## src/rtl/gtt_pkg.sv

```systemverilog
package gtt_pkg;
  localparam int SRC_N = 4;
  localparam int SEL_W = $clog2(SRC_N);

  // control word, msb first: src, pol, arm, pmode, tog_en, gate_en, run
  typedef struct packed {
    logic [SEL_W-1:0] src;
    logic             pol;
    logic             arm;
    logic             pmode;
    logic             tog_en;
    logic             gate_en;
    logic             run;
  } ctl_t;

  localparam int CTL_W = $bits(ctl_t);
endpackage

```

## src/rtl/gtt_gate_cond.sv

```systemverilog
module gtt_gate_cond
  import gtt_pkg::*;
(
  input  logic             clk,
  input  logic             rst_n,
  input  logic [SRC_N-1:0] src_vec,
  input  logic [SEL_W-1:0] sel,
  input  logic             pol,
  input  logic             run,
  input  logic             tog_en,
  output logic             gate_c,
  output logic             tog_q
);
  logic gate_raw;
  logic gate_p;
  logic gate_p_q;
  logic rise;
  logic tog_n;

  always_comb begin
    gate_raw = src_vec[sel];
    gate_p   = pol ? gate_raw : ~gate_raw;
    rise     = gate_p & ~gate_p_q;
    if (!run || !tog_en) begin
      tog_n = 1'b0;
    end else if (rise) begin
      tog_n = ~tog_q;
    end else begin
      tog_n = tog_q;
    end
    gate_c = tog_en ? tog_q : gate_p;
  end

  always_ff @(posedge clk or negedge rst_n) begin
    if (!rst_n) begin
      gate_p_q <= 1'b0;
      tog_q    <= 1'b0;
    end else begin
      gate_p_q <= gate_p;
      tog_q    <= tog_n;
    end
  end
endmodule

```

## src/rtl/gtt_pulse_ctl.sv

```systemverilog
module gtt_pulse_ctl (
  input  logic clk,
  input  logic rst_n,
  input  logic gate_c,
  input  logic pmode,
  input  logic arm,
  output logic gate_eff,
  output logic done
);
  logic gate_c_q;
  logic grise;
  logic open_q;
  logic open_n;

  always_comb begin
    grise = gate_c & ~gate_c_q;
    done  = pmode & arm & open_q & ~gate_c;
    if (pmode) begin
      gate_eff = arm & ((~open_q & grise) | (open_q & gate_c));
    end else begin
      gate_eff = gate_c;
    end
    if (!pmode || !arm) begin
      open_n = 1'b0;
    end else if (!open_q && grise) begin
      open_n = 1'b1;
    end else if (open_q && !gate_c) begin
      open_n = 1'b0;
    end else begin
      open_n = open_q;
    end
  end

  always_ff @(posedge clk or negedge rst_n) begin
    if (!rst_n) begin
      gate_c_q <= 1'b0;
      open_q   <= 1'b0;
    end else begin
      gate_c_q <= gate_c;
      open_q   <= open_n;
    end
  end
endmodule

```

## src/rtl/gtt_counter.sv

```systemverilog
module gtt_counter #(
  parameter int CNT_W = 16
) (
  input  logic             clk,
  input  logic             rst_n,
  input  logic             inc,
  input  logic             ld,
  input  logic [CNT_W-1:0] ld_val,
  output logic [CNT_W-1:0] cnt_q,
  output logic             ovf_q
);
  localparam logic [CNT_W-1:0] CNT_MAX = {CNT_W{1'b1}};

  logic [CNT_W-1:0] cnt_n;
  logic             ovf_n;

  always_comb begin
    cnt_n = cnt_q;
    ovf_n = 1'b0;
    if (ld) begin
      cnt_n = ld_val;
    end else if (inc) begin
      cnt_n = cnt_q + 1'b1;
      ovf_n = (cnt_q == CNT_MAX);
    end
  end

  always_ff @(posedge clk or negedge rst_n) begin
    if (!rst_n) begin
      cnt_q <= '0;
      ovf_q <= 1'b0;
    end else begin
      cnt_q <= cnt_n;
      ovf_q <= ovf_n;
    end
  end
endmodule

```

## src/rtl/gtt_timer.sv

```systemverilog
module gtt_timer
  import gtt_pkg::*;
#(
  parameter int CNT_W = 16
) (
  input  logic             clk,
  input  logic             rst_n,
  input  logic             ctl_we,
  input  logic [CTL_W-1:0] ctl_wdata,
  output logic [CTL_W-1:0] ctl_q,
  input  logic             cnt_tick,
  input  logic             gate_pin,
  input  logic             gate_cmp,
  input  logic             gate_ovf,
  input  logic             cnt_we,
  input  logic [CNT_W-1:0] cnt_wdata,
  output logic [CNT_W-1:0] count_o,
  output logic             ovf_o,
  input  logic             irq_clr,
  output logic             irq_o
);
  logic [1:0]       rst_sync;
  logic             rst_s_n;
  ctl_t             ctl_r;
  ctl_t             ctl_n;
  logic             irq_n;
  logic [SRC_N-1:0] src_vec;
  logic             gate_c;
  logic             tog_state;
  logic             gate_eff;
  logic             sp_done;
  logic             cnt_inc;

  // asynchronous assert, synchronous release
  always_ff @(posedge clk or negedge rst_n) begin
    if (!rst_n) begin
      rst_sync <= 2'b00;
    end else begin
      rst_sync <= {rst_sync[0], 1'b1};
    end
  end
  assign rst_s_n = rst_sync[1];

  assign src_vec = {1'b0, gate_ovf, gate_cmp, gate_pin};

  gtt_gate_cond u_cond (
    .clk     (clk),
    .rst_n   (rst_s_n),
    .src_vec (src_vec),
    .sel     (ctl_r.src),
    .pol     (ctl_r.pol),
    .run     (ctl_r.run),
    .tog_en  (ctl_r.tog_en),
    .gate_c  (gate_c),
    .tog_q   (tog_state)
  );

  gtt_pulse_ctl u_pulse (
    .clk      (clk),
    .rst_n    (rst_s_n),
    .gate_c   (gate_c),
    .pmode    (ctl_r.pmode),
    .arm      (ctl_r.arm),
    .gate_eff (gate_eff),
    .done     (sp_done)
  );

  assign cnt_inc = ctl_r.run & cnt_tick & (~ctl_r.gate_en | gate_eff);

  gtt_counter #(.CNT_W(CNT_W)) u_cnt (
    .clk    (clk),
    .rst_n  (rst_s_n),
    .inc    (cnt_inc),
    .ld     (cnt_we),
    .ld_val (cnt_wdata),
    .cnt_q  (count_o),
    .ovf_q  (ovf_o)
  );

  always_comb begin
    ctl_n = ctl_r;
    if (ctl_we) begin
      ctl_n = ctl_t'(ctl_wdata);
    end else if (sp_done) begin
      ctl_n.arm = 1'b0;
    end
    if (sp_done) begin
      irq_n = 1'b1;
    end else if (irq_clr) begin
      irq_n = 1'b0;
    end else begin
      irq_n = irq_o;
    end
  end

  always_ff @(posedge clk or negedge rst_s_n) begin
    if (!rst_s_n) begin
      ctl_r <= '0;
      irq_o <= 1'b0;
    end else begin
      ctl_r <= ctl_n;
      irq_o <= irq_n;
    end
  end

  assign ctl_q = ctl_r;
endmodule

```

## config.mk

```make
export PLATFORM = sky130hd
export DESIGN_NAME = gtt_timer
export DESIGN_NICKNAME = d
export VERILOG_FILES = /design/src/rtl/gtt_pkg.sv /design/src/rtl/gtt_gate_cond.sv /design/src/rtl/gtt_pulse_ctl.sv /design/src/rtl/gtt_counter.sv /design/src/rtl/gtt_timer.sv
export SDC_FILE = /design/constraint.sdc
export NUM_CORES = 1
export LEC_CHECK = 0
export ABC_CLOCK_PERIOD_IN_PS = 1000
export BUFFER_PORTS_ARGS = -buffer_cell sky130_fd_sc_hd__buf_2
export CORE_MARGIN = 3
export CORE_UTILIZATION = 44
export CTS_CLUSTER_DIAMETER = 150
export CTS_CLUSTER_SIZE = 20
export DETAILED_ROUTE_END_ITERATION = 10
export PLACE_DENSITY = 0.79
export SYNTH_ARGS = -nofsm -noshare
export SYNTH_HDL_FRONTEND = slang
export SYNTH_HIERARCHICAL = 1
export SYNTH_SLANG_ARGS = --single-unit
export TNS_END_PERCENT = 20
```

## constraint.sdc

```tcl
create_clock -name clk -period 1 [get_ports clk]
set_input_delay 0.2 -clock clk [delete_from_list [all_inputs] [get_ports clk]]
set_output_delay 0.2 -clock clk [all_outputs]
set_load 0.005 [all_outputs]
```

==> results of run 1 <==
## cells in the mapped netlist (2+ instances only)
cell / count / area, sq um
clkbuf_1: 3 / 11.3
nand2b_1: 2 / 12.5
nor3_1: 3 / 15.0
inv_1: 5 / 18.8
a21oi_1: 2 / 10.0
mux2i_1: 5 / 50.1
xor2_1: 4 / 35.0
nor4_1: 5 / 31.3
nand4_1: 3 / 18.8
conb_1: 2 / 7.51
o21ai_0: 15 / 75.1
dfrtp_1: 32 / 801
mux2_2: 2 / 22.5
nand2_1: 21 / 78.8
nor2_1: 6 / 22.5
xnor2_1: 11 / 96.3
mux2_4: 7 / 105
nand3_1: 7 / 35.0
and4_1: 2 / 17.5
## power by group
| part | total [mW] | switching (mW) | internal, mW |
|---|---|---|---|
| sequential | 1.54 | 0.119 | 1.42 |
| combinational | 1.20 | 0.492 | 0.711 |
| clock | 1.01 | 0.449 | 0.560 |
## registers in the layout (all words and copies together) (netlist names)
register	cells
ctl_q	8
irq_o	1
rst_sync	2
u_cnt/cnt_q	16
u_cnt/ovf_q	1
u_cond/gate_p_q	1
u_cond/tog_q	1
u_pulse/gate_c_q	1
u_pulse/open_q	1
## how the worst max path moves through the flow
stage                  start               to  slack, ps  depth (start not counted)
finish              ctl_q[7]  u_cnt/cnt_q[14]      -1790                         16
global route        ctl_q[7]  u_cnt/cnt_q[13]      -1960                         13
CTS                 ctl_q[7]  u_cnt/cnt_q[13]      -1700                         13
detailed placement  ctl_q[7]  u_cnt/cnt_q[13]      -1810                         13
global placement    ctl_q[7]  u_cnt/cnt_q[13]      -1670                         13
floorplan           ctl_q[7]  u_cnt/cnt_q[13]      -1720                         13
## timing repair
item / 4_1_cts / 5_1_grt
gates cloned: 0 / 0
pin swaps: 11 / 7
buffers inserted: 5 / 3
gates resized for setup: 68 / 17
endpoints found under the hold margin: 2 / 0
hold buffers: 1 / 0
endpoints found under the setup margin: 47 / 48
## through the flow
step                      TNS [ps]  cell area (sq um)  std cells
after floorplan             -25240               1650        156
after detailed placement    -29170               2280        297
after global placement      -26630               2280        297
final                       -33930               2810        313
after CTS                   -32140               2730        311
after global routing        -37950               2810        313
## kinds of logic after synthesis
family,synth area share
mux,0.109
simple gates,0.190
other cells,0.00462
buf+inv,0.0308
flops,0.493
compound gates,0.0840
fa+ha+maj,0.00770
xor+xnor,0.0809
## tightest hold or removal path: cells and delay by family
kind / cells / cell delay, ps
AOI/OAI and AO/OA: 1 / 60
buffers and inverters: 1 / 70
and+or+nand+nor: 1 / 40
## final cells by class
cell class,instances,area [sq um]
inverter,6,22.5
clock buffer,8,90.1
sequential,32,801
multi-input combinational,113,945
fill,213,633
tap,46,57.6
timing repair buffer,108,893
## per-layer routing
layer,up-vias,part of all wire,global-route usage
met5,-,0,0
met4,0,0.019,0.102
met3,11,0.059,0.0607
met2,70,0.53,0.425
met1,773,0.39,0.258
li1,766,-,-
==> impl_results.md, run 1 <==
* Crit Path Class: reg -> reg
* Maxcap violations at 0
* Final hold viol count at 0
* Worst R2R Path Depth at 16
* Crit path time final at 2790 ps
* Worst-Skew Late Latency at 280 ps
* RSZ-0062 raised after global routing: true
* Most frequent cells in the layout: buf_6 (46), buf_2 (37), dfrtp_1 (32)
* Critical Path, Cell by Cell: mux2i_2 -> mux2_4 -> xor2_2 -> mux2_4 -> inv_2 -> o22ai_2 -> inv_1 -> a21oi_2 -> buf_4 -> buf_4 -> buf_6 -> nand2_8 -> nor3_4 -> buf_6 -> and3_1 -> o31a_1
* Global-route wire length before repair at 7650 um
* Final ANT Viol Nets at 0
* Wirelength per Cell at 15.6 um
* Die Y at 66.8 um
* Initial Utilization at 0.472
* Reg2Reg Setup Slack at -1790 ps
* Syn_nets at 190
* CORE AREA at 3440 sq um
* Seq cells post-synth at 32
* Starting DRT DRC Count at 86
* Netlist cell types at 38
* Max-slew violations at 0
* Total power at 3.75 mW
* Total gr overflow at 0
* CTS H-tree depth at 2
* Die width at 66.8 um
* Number of global-route vias before repair at 1683
* Max IR drop VDD at 0.000735 V
* First-pass DRT Iterations at 4
* Clk_skew at 2.80 ps
* Crit. End Element: register
* Slowest stage cell, crit path: dfrtp_1
* Gate Count Post-Synth at 156
* Hold path endpoint: u_cnt/cnt_q[10]
* Clock transition at the registers of the reported paths at 60 ps
* Ys async rst share at 1.00
* R2r startpoint: ctl_q[7]
* Site Rows at 21
* TritonCTS Sinks at 32
* Num CTS Buffers at 5
* # diodes at 0
* Failing checks: negative setup slack
* Final core occ at 0.816
* Placer Congestion at 0.782
* CTS tree: built
* Longest Clk Path Bufs at 2
* Status: complete, but fails checks
* Post-synthesis sequential area ratio at 0.493
* Leading cell type in the layout, fill and taps excluded: buf_6
* Reg2reg end: u_cnt/cnt_q[14]
* Routed vias at 1620
* Share of layout cells above drive strength 1 at 0.551
* Pleak at 1.38 nW
* Worst setup SP type: register
* Yosys warns at 6
* Worst min-delay path class: in -> reg
* EDFF count, synth at 0
* GRT Overall Usage at 0.236
* Root Driver: clkbuf_8
* Setup violators final at 47
* Buffers & Inverters on Critical Path at 6
* Ys flop type: dfrtp_1
* Final #Nets at 300
* Hold Path Origin: cnt_wdata[10]
* Setup ws final at -1790 ps
* Detail Placement HPWL at 3060 um
* Synthesized area per cell at 10.4 sq um
* Minimum hold slack at 134 ps
* WP data required at 1170 ps
* Mapped Area at 1620 sq um
* Initial antenna violation count at 0
* Remaining DRCs at 0
* PortBufs at 58
* Data arrival, critical path at 2960 ps
* Tcrit/Tclk final at 2.79
* DIE AREA at 4460 sq um
* Largest net degree at the start of global routing at 17
* Worst-path maximum fanout at 4
* Area growth syn-to-layout at 73.0%
* Vias/cell at 5.18
* PD cells at 1340 nW/um^2
* Hold path depth at 3
* Fmax at 358 MHz
* Top-Level Pins at 59
* Drt total wl at 4890 um
* Pre-CTS setup slack at -1810 ps
* Crit path max-delay family: multiplexers
* Max incr delay on CP at 430 ps
No activity file was read; power rests on OpenSTA's default activity.
==> run 2: changes to the inputs <==
Settings changed: ABC_CLOCK_PERIOD_IN_PS 1000 to 2250.
Clock period 1 ns to 2.25 ns, I/O delays scaled along.
==> run 2 against run 1 <==
  * The flow still finishes with violations (negative setup slack)
  * Clock-buffer cell count decreased by 1
  * Critical path depth decreased by 3
  * Largest cell class unchanged
  * Global-route usage decreased by 4.4 points
  * Flip-flop and latch count unchanged
  * Clock power decreased by 41%
  * Register-to-register slack improved by 1200 ps
  * Total power decreased by 57%
  * Via count decreased by 12%
  * Setup slack improved by 1200 ps
  * Non-clock buffer count decreased by 34
  * Critical path type unchanged
  * Sequential power decreased by 54%
==> impl_results.md, run 2 (synthesis results as in run 1) <==
* TritonCTS Sinks at 32 (unchanged)
* Most frequent cells in the layout: buf_2 (58), dfrtp_1 (31), nand2_1 (20) (was buf_6 (46), buf_2 (37), dfrtp_1 (32))
* Met3 Track Usage GR at 0.0658 (was 0.0607)
* Worst-Margin Slew at 525 ps
* Worst setup SP type: register (unchanged)
* Final TNS setup at -5300 ps (was -33930 ps)
* Int Pwr at 1.20 mW (was 2.69 mW)
* CORE AREA at 3440 sq um (unchanged)
* Layer with the highest usage: met2 (unchanged)
* Total gr overflow at 0 (unchanged)
* Setup ws final at -543 ps (was -1790 ps)
* Multi-input logic area at 912 sq um (was 945 sq um)
* Leading cell type in the layout, fill and taps excluded: buf_2 (was buf_6)
* Max-slew violations at 0 (unchanged)
* Crit. End Element: register (unchanged)
* Reg2Reg Setup Slack at -540 ps (was -1790 ps)
* Reg2reg end: u_cnt/cnt_q[13] (was u_cnt/cnt_q[14])
* Site Rows at 21 (unchanged)
* Placed Cells at 265 (was 297)
* Die width at 66.8 um (unchanged)
* Fmax at 358 MHz (about the same)
* Cell Area, Placed at 2040 sq um (was 2280 sq um)
* Final non-filler cell total at 279 (was 313)
* Die Y at 66.8 um (unchanged)
* Drt total wl at 4100 um (was 4890 um)
* Largest net degree at the start of global routing at 33 (was 17)
* FF+latch area at 802 sq um (was 801 sq um)
* Detail Placement HPWL at 2770 um (was 3060 um)
* Met1 usage at 0.215 (was 0.258)
* CTS tree: built (unchanged)
* Met2 Use GR at 0.339 (was 0.425)
* PortBufs at 58 (unchanged)
* Initial antenna violation count at 0 (unchanged)
* Worst-path maximum fanout at 4 (unchanged)
* Clock network power share at 0.368 (was 0.269)
* Switching share of power at 0.263 (was 0.282)
* Switch Pwr at 0.427 mW (was 1.06 mW)
* Failing checks: negative setup slack (unchanged)
* Top-Level Pins at 59 (unchanged)
* Total power at 1.63 mW (was 3.75 mW)
* Root Driver: clkbuf_8 (unchanged)
* WP data required at 2450 ps (was 1170 ps)
* DIE AREA at 4460 sq um (unchanged)
* Worst-Skew Late Latency at 280 ps (about the same)
* Tcrit/Tclk final at 1.24 (was 2.79)
* Clk_skew at 5.49 ps (was 2.80 ps)
* Longest Clk Path Bufs at 2 (unchanged)
* # diodes at 0 (unchanged)
* Starting DRT DRC Count at 87 (was 86)
* Logic pwr share at 0.197 (was 0.320)
* Largest Register: u_cnt/cnt_q (unchanged)
* Largest register FFs at 16 (unchanged)
* Num CTS Buffers at 5 (unchanged)
* PD cells at 693 nW/um^2 (was 1340 nW/um^2)
* CTS H-tree depth at 2 (unchanged)
* Crit Path Class: reg -> reg (unchanged)
* Reg power frac at 0.435 (was 0.411)
* First-pass DRT Iterations at 4 (unchanged)
* Max IR drop VDD at 0.000411 V (was 0.000735 V)
* CP endpoint: u_cnt/cnt_q[13] (was u_cnt/cnt_q[14])
* Maxcap violations at 0 (unchanged)
* Worst R2R Path Depth at 13 (was 16)
* Final Instance Area at 2350 sq um (was 2810 sq um)
* Final #Nets at 266 (was 300)
* Crit path time final at 2790 ps (about the same)
* Area growth syn-to-layout at 44.6% (was 73.0%)
* Status: complete, but fails checks (unchanged)
* RSZ-0062 raised after global routing: true (unchanged)
* Remaining DRCs at 0 (unchanged)
* Final ANT Viol Nets at 0 (unchanged)
* Vias/cell at 5.09 (was 5.18)
* Placer Congestion at 0.779 (was 0.782)
* Clock transition at the registers of the reported paths at 70 ps (was 60 ps)
* Data arrival, critical path at 2990 ps (was 2960 ps)
* Wirelength per Cell at 14.7 um (was 15.6 um)
* Number of global-route vias before repair at 1397 (was 1683)
* Rel. slew slack at 0.650
* R2r startpoint: ctl_q[7] (unchanged)
* Final hold viol count at 0 (unchanged)
* Pleak at 1.13 nW (was 1.38 nW)
* GRT Overall Usage at 0.192 (was 0.236)
* Crit path from: ctl_q[7] (unchanged)
* Routed vias at 1421 (was 1620)
* Share of layout cells above drive strength 1 at 0.481 (was 0.551)
* Worst min-delay path class: reg -> async (was in -> reg)
* # fillers at 283 (was 213)
* Initial Utilization at 0.472 (unchanged)
* Global-route wire length before repair at 6340 um (was 7650 um)
* Setup violators final at 17 (was 47)
-- run 2: layer usage --
| layer | part of all wire | up-vias |
|---|---|---|
| met5 | 0 | - |
| met4 | 0.010 | 0 |
| met3 | 0.083 | 6 |
| met2 | 0.51 | 56 |
| met1 | 0.40 | 671 |
| li1 | - | 688 |
-- run 2: final cells by class --
class,instances,area share
tap,46,0.0245
clock buffer,7,0.0410
inverter,6,0.00959
sequential,32,0.342
multi-input combinational,113,0.388
timing repair buffer,74,0.182
clock inverter,1,0.0128
-- run 2: critical path, stage by stage, from the launching register on --
cell	delay [ps]
dfrtp_2	440
mux2i_2	170
mux2_4	290
xor2_2	150
mux2_4	190
inv_2	40
o22ai_2	140
inv_1	50
a21oi_1	130
buf_4	140
nand3_4	70
or4_4	420
or3_1	340
a31oi_1	140
-- run 2: worst min-delay path by stage --
stage / from / end / slack [ps] / cells past startpoint
2_1_floorplan: rst_n / rst_sync[0] / 150 / 0
3_5_place_dp: rst_sync[1] / ctl_q[5] / 220 / 0
4_1_cts: rst_sync[1] / u_cond/tog_q / 230 / 0
5_1_grt: rst_sync[1] / u_cond/tog_q / 270 / 0
3_3_place_gp: rst_sync[1] / ctl_q[5] / 210 / 0
6_report: rst_sync[1] / u_cond/tog_q / 220 / 0
-- run 2: what timing repair did --
action / in CTS / in global routing
pin swaps: 6 / 3
hold endpoints to repair: 2 / 0
resized for setup: 23 / 10
buffers inserted: 2 / 3
endpoints found under the setup margin: 16 / 17
hold buffers: 1 / 0
-- run 2: stage by stage --
stage / worst slack [ps] / hold WS (ps) / utilization
floorplan: -473 / 154 / -
global placement: -569 / 212 / 0.593
detailed placement: -670 / 215 / 0.593
CTS: -507 / 233 / 0.663
global route: -671 / 274 / 0.682
finish: -543 / 218 / 0.682
-- run 2: power groups by stage --
stage / logic, mW / registers [mW] / clock network, mW
floorplan: 0.157 / 0.711 / 0
global placement: 0.272 / 0.709 / 0
detailed placement: 0.279 / 0.714 / 0
CTS: 0.303 / 0.705 / 0.615
global route: 0.352 / 0.717 / 0.634
finish: 0.321 / 0.707 / 0.598
